## config.mk

```make
export PLATFORM = sky130hd
export DESIGN_NAME = sdram_rd_pipe
export DESIGN_NICKNAME = d
export VERILOG_FILES = /design/src/rtl/sdram_rd_pkg.sv /design/src/rtl/rd_burst_seq.sv /design/src/rtl/rd_delay_line.sv /design/src/rtl/sdram_rd_pipe.sv
export SDC_FILE = /design/constraint.sdc
export NUM_CORES = 1
export LEC_CHECK = 0
export ABC_AREA = 0
export BUFFER_PORTS_ARGS = -buffer_cell sky130_fd_sc_hd__clkbuf_2
export CAP_MARGIN = 5
export CORE_MARGIN = 3
export CORE_UTILIZATION = 40
export CTS_BUF_LIST = sky130_fd_sc_hd__clkbuf_8 sky130_fd_sc_hd__clkbuf_16
export CTS_CLUSTER_DIAMETER = 200
export DETAILED_ROUTE_END_ITERATION = 10
export GPL_TIMING_DRIVEN = 0
export PLACE_DENSITY = 0.67
export REMOVE_ABC_BUFFERS = 1
export SETUP_SLACK_MARGIN = 0.3
export SKIP_LAST_GASP = 1
export SYNTH_ARGS = -nofsm -noshare
export SYNTH_HDL_FRONTEND = slang
export SYNTH_HIERARCHICAL = 1
export SYNTH_SLANG_ARGS = --single-unit
```

## constraint.sdc

```tcl
create_clock -name clk_i -period 11.2 [get_ports clk_i]
set_input_delay 3.36 -clock clk_i [delete_from_list [all_inputs] [get_ports clk_i]]
set_output_delay 3.36 -clock clk_i [all_outputs]
set_load 0.005 [all_outputs]
```

## src/rtl/sdram_rd_pkg.sv

```systemverilog
package sdram_rd_pkg;

  // number of words for a burst length code
  function automatic logic [3:0] bl_words(logic [1:0] code);
    return 4'd1 << code;
  endfunction

  // computed array content, indexed by column
  function automatic logic [31:0] col_word(logic [31:0] col);
    return (col * 32'd40503) ^ 32'h0000_5A3C;
  endfunction

endpackage

```

## src/rtl/rd_burst_seq.sv

```systemverilog
module rd_burst_seq
  import sdram_rd_pkg::*;
#(
  parameter int COL_W = 9
) (
  input  logic             clk_i,
  input  logic             rst_ni,
  input  logic             load_i,
  input  logic [COL_W-1:0] col_i,
  input  logic [1:0]       bl_i,
  output logic             v_o,
  output logic [COL_W-1:0] col_o
);

  localparam int CNT_W = 3;

  logic             v_q;
  logic [CNT_W-1:0] left_q;
  logic [COL_W-1:0] col_q, mask_q, mask_d;

  assign mask_d = COL_W'(bl_words(bl_i) - 4'd1);

  always_ff @(posedge clk_i or negedge rst_ni) begin
    if (!rst_ni) begin
      v_q    <= 1'b0;
      left_q <= '0;
      col_q  <= '0;
      mask_q <= '0;
    end else if (load_i) begin
      // a new READ always restarts the sequence (truncation)
      v_q    <= 1'b1;
      left_q <= CNT_W'(bl_words(bl_i) - 4'd1);
      col_q  <= col_i;
      mask_q <= mask_d;
    end else if (v_q) begin
      if (left_q == '0) begin
        v_q <= 1'b0;
      end else begin
        left_q <= left_q - 1'b1;
        col_q  <= (col_q & ~mask_q) | ((col_q + COL_W'(1)) & mask_q);
      end
    end
  end

  assign v_o   = v_q;
  assign col_o = col_q;

  AST_WRAP_ALIGN: assert property (@(posedge clk_i) disable iff (!rst_ni)
    v_q && !load_i |=> !v_q || ((col_q & ~mask_q) == ($past(col_q) & ~$past(mask_q))));
  AST_NO_GAP: assert property (@(posedge clk_i) disable iff (!rst_ni)
    v_q && left_q != '0 |=> v_q);
  AST_BL_ONE: assert property (@(posedge clk_i) disable iff (!rst_ni)
    load_i && bl_i == 2'd0 ##1 !load_i |=> !v_q);

endmodule

```

## src/rtl/rd_delay_line.sv

```systemverilog
module rd_delay_line #(
  parameter int W     = 17,
  parameter int DEPTH = 2,
  localparam int SEL_W = $clog2(DEPTH)
) (
  input  logic             clk_i,
  input  logic             rst_ni,
  input  logic [W-1:0]     d_i,
  input  logic [SEL_W-1:0] sel_i,
  output logic [W-1:0]     q_o
);

  logic [DEPTH-1:0][W-1:0] stg_q;

  always_ff @(posedge clk_i or negedge rst_ni) begin
    if (!rst_ni) stg_q <= '0;
    else         stg_q <= {stg_q[DEPTH-2:0], d_i};
  end

  // stage i holds what d_i carried i+1 edges ago
  assign q_o = stg_q[sel_i];

endmodule

```

## src/rtl/sdram_rd_pipe.sv

```systemverilog
module sdram_rd_pipe
  import sdram_rd_pkg::*;
#(
  parameter int DATA_W = 16,
  parameter int COL_W  = 9
) (
  input  logic              clk_i,
  input  logic              rst_ni,
  input  logic              rd_i,
  input  logic [COL_W-1:0]  rd_col_i,
  input  logic              cl3_i,
  input  logic [1:0]        bl_i,
  input  logic              dqm_i,
  output logic [DATA_W-1:0] dq_o,
  output logic              dq_oe_o
);

  localparam int MAX_CL     = 3;
  localparam int PIPE_D     = MAX_CL - 1;
  localparam int PIPE_SEL_W = $clog2(PIPE_D);
  localparam int DQM_LAG    = 2;
  localparam int DQM_SEL_W  = $clog2(DQM_LAG);
  localparam int SLOT_W     = DATA_W + 1;

  logic              seq_v;
  logic [COL_W-1:0]  seq_col;
  logic [DATA_W-1:0] seq_word;
  logic [SLOT_W-1:0] slot_d, slot_tap;
  logic              dqm_tap;
  logic              drive_d;

  rd_burst_seq #(.COL_W(COL_W)) i_seq (
    .clk_i  (clk_i),
    .rst_ni (rst_ni),
    .load_i (rd_i),
    .col_i  (rd_col_i),
    .bl_i   (bl_i),
    .v_o    (seq_v),
    .col_o  (seq_col)
  );

  assign seq_word = DATA_W'(col_word(32'(seq_col)));
  assign slot_d   = {seq_v, seq_v ? seq_word : '0};

  // CL-1 stages, then the output register
  rd_delay_line #(.W(SLOT_W), .DEPTH(PIPE_D)) i_lat (
    .clk_i  (clk_i),
    .rst_ni (rst_ni),
    .d_i    (slot_d),
    .sel_i  (PIPE_SEL_W'(cl3_i)),
    .q_o    (slot_tap)
  );

  rd_delay_line #(.W(1), .DEPTH(DQM_LAG)) i_dqm (
    .clk_i  (clk_i),
    .rst_ni (rst_ni),
    .d_i    (dqm_i),
    .sel_i  (DQM_SEL_W'(DQM_LAG - 1)),
    .q_o    (dqm_tap)
  );

  assign drive_d = slot_tap[DATA_W] & ~dqm_tap;

  always_ff @(posedge clk_i or negedge rst_ni) begin
    if (!rst_ni) begin
      dq_oe_o <= 1'b0;
      dq_o    <= '0;
    end else begin
      dq_oe_o <= drive_d;
      dq_o    <= drive_d ? slot_tap[DATA_W-1:0] : '0;
    end
  end

  always @(posedge clk_i) begin
    if (!rst_ni) AST_RST_IDLE: assert (!dq_oe_o && dq_o == '0);
  end
  AST_DQM_HIZ: assert property (@(posedge clk_i) disable iff (!rst_ni)
    dqm_tap |=> !dq_oe_o);
  AST_QUIET_BUS: assert property (@(posedge clk_i) disable iff (!rst_ni)
    !dq_oe_o |-> dq_o == '0);

endmodule

```

==> results_dict.tcl, run 1 <==
set metrics [dict create \
    synth_top_area_cell "dfrtp_1" \
    drv_cap 0 \
    drtAntennaViolNets 0 \
    io_buffers 32 \
    drtIter0Drc 103 \
    antenna_found_initial 0 \
    min_period_over_period_pct 41.9 \
    wl_microns 7550 \
    fin_setup_tns_ns 0 \
    die_area_sq_um 12300 \
    io_pins 33 \
    skew_ns 0.0142 \
    hold_class "flip-flop to flip-flop" \
    htree_levels 3 \
    grt_pass1_vias 2881 \
    cts_sinks 70 \
    drive_gt1_share_pct 17.1 \
    cp-start-kind "input pin" \
    critical_path.endpoint_type "flip-flop" \
    yosysSeqAreaShare_pct 39.7 \
    synth_edf_count 0 \
    gp_congestion 0.839 \
    crit_cells 4 \
    core_area_sq_um 10500 \
    power_density_nw_per_um2 334 \
    syn-mean-instance-area_sq_um 11.3 \
    antenna_cells 0 \
    worstPathCellList "clkbuf_2 -> mux2_2 -> nor2b_1 -> and2_1" \
    num_vias 2733 \
    multi_input_area_sq_um 2330 \
    worst_slew_pin_slew_ns 0.873 \
    first_pass_iters 4 \
    fillers 969 \
    dieWidth_microns 111 \
    clockBufferDepth 2 \
    async_reset_ff_share_pct 100 \
    worst_path_max_delay_cell "nor2b_1" \
    cts_tree "built" \
    vdd_drop_max_mv 0.147 \
    rsz0062_at_grt "false" \
    syn_area_sq_um 4410 \
    dp_cells 553 \
    setup.worst_path.class "input pin to flip-flop" \
    crit_required_ns 11.47 \
    min_path_cells 0 \
    clk_pin_slew_worst_paths_ns 0.07 \
    crit_fanout 17 \
    synth-compound-area-share_pct 7.65 \
    layout_min_cycle_time_ns 4.69 \
    synthFlopType "dfrtp_1" \
    yosysUniqueCellTypes 47 \
    cts_resized 0 \
    finalSetupViolCount 0 \
    dp_hpwl_microns 5860 \
    final_cell_mix "inv_1 (70), dfrtp_1 (70), ha_1 (40)" \
    viasPerCell 4.80 \
    postCtsHoldBufs 0 \
    cp_slowest_stage_delay_ns 0.69 \
    pwr-share-comb_pct 62.8 \
    arrival_ns 4.96 \
    ys_ff_latch 70 \
    status "complete, no violations" \
    wire_per_inst_microns 13.3 \
    p_switching_uw 694 \
    stdcell_count 569 \
    critPathBufInv 1 \
    timing.final.hold_violations 0 \
    synthToLayoutAreaGrowth_pct 11.1 \
    synth.area.mux_share_pct 6.35 \
    p_clk_share_pct 12.3 \
    die_height_microns 111 \
    rr_worst_depth 14 \
    utilization_pct 46.7 \
    num-nets-final 515 \
    yosys.area_share.simple_pct 10.0 \
    ff_latch_area_sq_um 1750 \
    synth_top_family_by_area "adder cells" \
    sequentialPowerShare_pct 24.9 \
    slew_viol_final 0 \
    numCtsBuffers 9 \
    grt_overflow 0 \
    leakagePower_nw 2.47 \
    yosys-top-cells-area "dfrtp_1 (40%), fa_1 (14%), ha_1 (11%), inv_1 (5.9%), mux2_4 (4.1%)" \
    cts_setup_buffers 0 \
    track_usage_pct 13.3 \
    cts.root.buffer_cell "clkbuf_8" \
    drt_drc_violations_left 0 \
    crit_family "simple AND/OR/NAND/NOR gates" \
    slew_headroom_pct 41.7 \
    netlist_instances 392 \
    grt_max_degree 54 \
    synth_top_area_share_pct 39.7 \
    synth_warnings 6 \
    internal_power_uw 942 \
    synth-xor-area-share_pct 3.37 \
    initial_utilization_pct 42.0 \
    power_mw 1.64 \
    switching_share_pct 42.4 \
    max_clock_freq_ghz 0.213 \
    clk_latency_ns 0.35 \
    rows 37 \
    synthAdderAreaFrac_pct 25.4 \
    grt_first_pass_wirelength_microns 13300 \
]
-- stage by stage --
| stage | worst slack (ns) | cell area, sq um | hold slack [ns] |
|---|---|---|---|
| finish | 6.51 | 4900 | 0.371 |
| global route | 6.32 | 4900 | 0.383 |
| CTS | 6.44 | 4900 | 0.374 |
| detailed placement | 6.07 | 4700 | 0.359 |
| global placement | 6.12 | 4670 | 0.356 |
| floorplan | 6.70 | 4340 | 0.350 |
-- kinds of logic (layout without fill, tap and decap cells) --
group                    Yosys count  after routing
adder cells (fa/ha/maj)           71             71
XOR/XNOR                          17             17
flip-flops                        70             70
AND/OR/NAND/NOR                   85             85
multiplexers                      21             21
buffers and inverters             77            118
AO/OA/AOI/OAI                     50             50
other                              1              1
-- layout make-up --
class / instances / area share (%)
timing repair buffer: 33 / 3.88
multi-input combinational: 245 / 47.6
sequential: 70 / 35.7
clock inverter: 6 / 1.28
clock buffer: 10 / 2.81
inverter: 69 / 5.28
tap: 136 / 3.47
-- worst paths after layout --
path,from,end,slack [ns]
max in group asynchronous,rst_ni,i_lat/stg_q[19]$_DFF_PN0_,7.73
worst max-delay path,cl3_i,dq_o[13]$_DFF_PN0_,6.51
worst max register to register,flip-flop,i_lat/stg_q[14]$_DFF_PN0_,6.93
worst min-delay path,i_lat/stg_q[15]$_DFF_PN0_,i_lat/stg_q[32]$_DFF_PN0_,0.37
worst min register to register,i_lat/stg_q[15]$_DFF_PN0_,i_lat/stg_q[32]$_DFF_PN0_,0.37
min in group asynchronous,rst_ni,async pin,2.92
-- power by group through the flow --
stage | Sequential, mW | Combinational, mW | Clock, mW
after floorplan | 0.401 | 0.810 | 0
after global placement | 0.409 | 0.998 | 0
after detailed placement | 0.414 | 1.02 | 0
after CTS | 0.409 | 1.03 | 0.209
after global routing | 0.420 | 1.18 | 0.217
final | 0.407 | 1.03 | 0.202
-- Yosys cell counts, types with 3 or more instances --
cell type and number:
xor2_1 5, nor2b_1 4, and2_1 19, mux2_4 12, nor2_1 18, nor3_1 5
mux2_2 8, dfrtp_1 70, fa_1 31, ha_1 40, clkbuf_1 3, inv_1 69
nand2_1 17, nand4_1 3, xnor2_1 12, nand3_1 8, o21ai_0 15, or3_1 3
a21o_1 6, buf_6 3, a21oi_1 10
-- metal layers --
layer	vias up	global-route usage (%)	part of all wire (%)
li1	1344	-	-
met1	1333	16.4	44
met2	46	22.5	50
met3	10	3.00	3.5
met4	0	5.68	1.9
met5	-	0	0
Power figures use the tool's default switching activity.
==> inputs of run 2 (changes only) <==
- PLACE_DENSITY: 0.67 -> 0.69
- clock period: 11.2 -> 4.2 ns (I/O delays scaled with it)
==> run 2 against run 1 <==
Effect of this change:
- non-clock buffer count grew 17
- largest cell class unchanged
- worst setup slack got worse by 6.2 ns
- cell count rose by 3.0%
==> results_dict.tcl, run 2 (synthesized netlist as in run 1, its figures left out) <==
set metrics [dict create \
    finalSetupViolCount 0 \
    cp-endpoint "i_lat/stg_q[14]$_DFF_PN0_" \
    setup.worst_path.class "flip-flop to flip-flop" \
    critical_path.endpoint_type "flip-flop" \
    status "complete, no violations" \
    max_clock_freq_ghz 0.256 \
    reg2reg_to "i_lat/stg_q[14]$_DFF_PN0_" \
    antenna_cells 0 \
    numCtsBuffers 9 \
    slew_viol_final 0 \
    ff_latch_area_sq_um 1760 \
    dieWidth_microns 111 \
    initial_utilization_pct 42.0 \
    worst_slew_pin_slew_ns 0.856 \
    grt_max_degree 54 \
    crit_required_ns 4.46 \
    cp-start-kind "flip-flop" \
    antenna_found_initial 0 \
    die_height_microns 111 \
    track_usage_pct 13.5 \
    dp_hpwl_microns 6070 \
    cts.root.buffer_cell "clkbuf_8" \
    layout_min_cycle_time_ns 3.91 \
    grt_overflow 0 \
    drtIter0Drc 144 \
    hold_class "flip-flop to flip-flop" \
    arrival_ns 4.17 \
    wire_per_inst_microns 13.7 \
    timing.final.hold_violations 0 \
    drt_drc_violations_left 0 \
    htree_levels 3 \
    clockBufferDepth 2 \
    multi_input_area_sq_um 2490 \
    synthToLayoutAreaGrowth_pct 18.5 \
    first_pass_iters 4 \
    layout_commonest_cell "inv_1" \
    grt_first_pass_wirelength_microns 13500 \
    slew_headroom_pct 42.8 \
    fillers 879 \
    wl_microns 8030 \
    clk_pin_slew_worst_paths_ns 0.07 \
    io_pins 33 \
    drv_cap 0 \
    holdWs_ns 0.374 \
    cts_tree "built" \
    io_buffers 32 \
    clk_latency_ns 0.34 \
    reg2reg_slack_ns 0.29 \
    min_period_over_period_pct 93.1 \
    skew_ns 0.0164 \
    rr_worst_depth 14 \
    fin_area_sq_um 5230 \
    postPlaceCellArea_sq_um 4700 \
    grt_pass1_vias 2988 \
    die_area_sq_um 12300 \
    rows 37 \
    drtAntennaViolNets 0 \
    cts_sinks 70 \
    num-nets-final 532 \
    rsz0062_at_grt "true" \
    gp_congestion 0.810 \
    core_area_sq_um 10500 \
    final_cell_mix "inv_1 (65), dfrtp_1 (63), ha_1 (32)" \
    crit_fanout 5 \
    viasPerCell 4.89 \
    num_vias 2863 \
    drive_gt1_share_pct 27.6 \
]
run 2: timing repair:
| item | 4_1_cts | 5_1_grt |
|---|---|---|
| cloned | 0 | 0 |
| setup buffers | 7 | 10 |
| pin swaps | 5 | 19 |
| resized for setup | 11 | 27 |
| hold buffers | 0 | 0 |
| endpoints found under the hold margin | 0 | 0 |
| endpoints found under the setup margin | 5 | 5 |
run 2: per-stage QoR:
stage	TNS (ns)	setup WS (ns)	util, %	instances
after floorplan	0	0.227	-	384
after detailed placement	-0.0461	-0.0461	44.8	553
final	0	0.290	49.8	586
after CTS	0	0.239	47.8	576
after global routing	0	0.174	49.8	586
after global placement	-0.00921	-0.00921	44.5	552
run 2: worst min path at each step:
| stage | endpoint | cells past startpoint | from | slack, ns |
|---|---|---|---|---|
| floorplan | i_lat/stg_q[17]$_DFF_PN0_ | 0 | i_lat/stg_q[0]$_DFF_PN0_ | 0.35 |
| global placement | i_lat/stg_q[33]$_DFF_PN0_ | 0 | i_lat/stg_q[16]$_DFF_PN0_ | 0.36 |
| detailed placement | i_lat/stg_q[33]$_DFF_PN0_ | 0 | i_lat/stg_q[16]$_DFF_PN0_ | 0.36 |
| CTS | i_lat/stg_q[26]$_DFF_PN0_ | 0 | i_lat/stg_q[9]$_DFF_PN0_ | 0.38 |
| global route | i_lat/stg_q[26]$_DFF_PN0_ | 0 | i_lat/stg_q[9]$_DFF_PN0_ | 0.39 |
| finish | i_lat/stg_q[26]$_DFF_PN0_ | 0 | i_lat/stg_q[9]$_DFF_PN0_ | 0.37 |
run 2: final cells by class:
type,count,area share (%)
well taps,136,3.25
flip-flops and latches,70,33.6
clock inverters,7,1.84
clock buffers,9,2.37
inverters,69,4.95
repair buffers,50,6.31
multi-input cells,245,47.6
run 2: layer usage:
metal  GRT usage (%)  part of all wire, %  vias to the layer above
li1                -                    -                     1380
met1            15.7                   42                     1398
met2            23.9                   52                       64
met3            2.89                  3.4                       21
met4            5.76                  2.2                        0
met5               0                    0                        -
run 2: critical path, cell delays in order, from the launching register on:
cell and delay [ns]:
dfrtp_2 0.41, fa_1 0.55, inv_2 0.05, fa_1 0.55, inv_2 0.04, fa_1 0.48
inv_2 0.04, fa_1 0.49, inv_2 0.05, ha_4 0.25, and4_1 0.21, o21ai_2 0.09
a31oi_2 0.12, or3_1 0.37, a21oi_2 0.13
Power of run 2 is not shown: default switching activity piles up to over one toggle a cycle in this logic, so the estimate is an artifact.
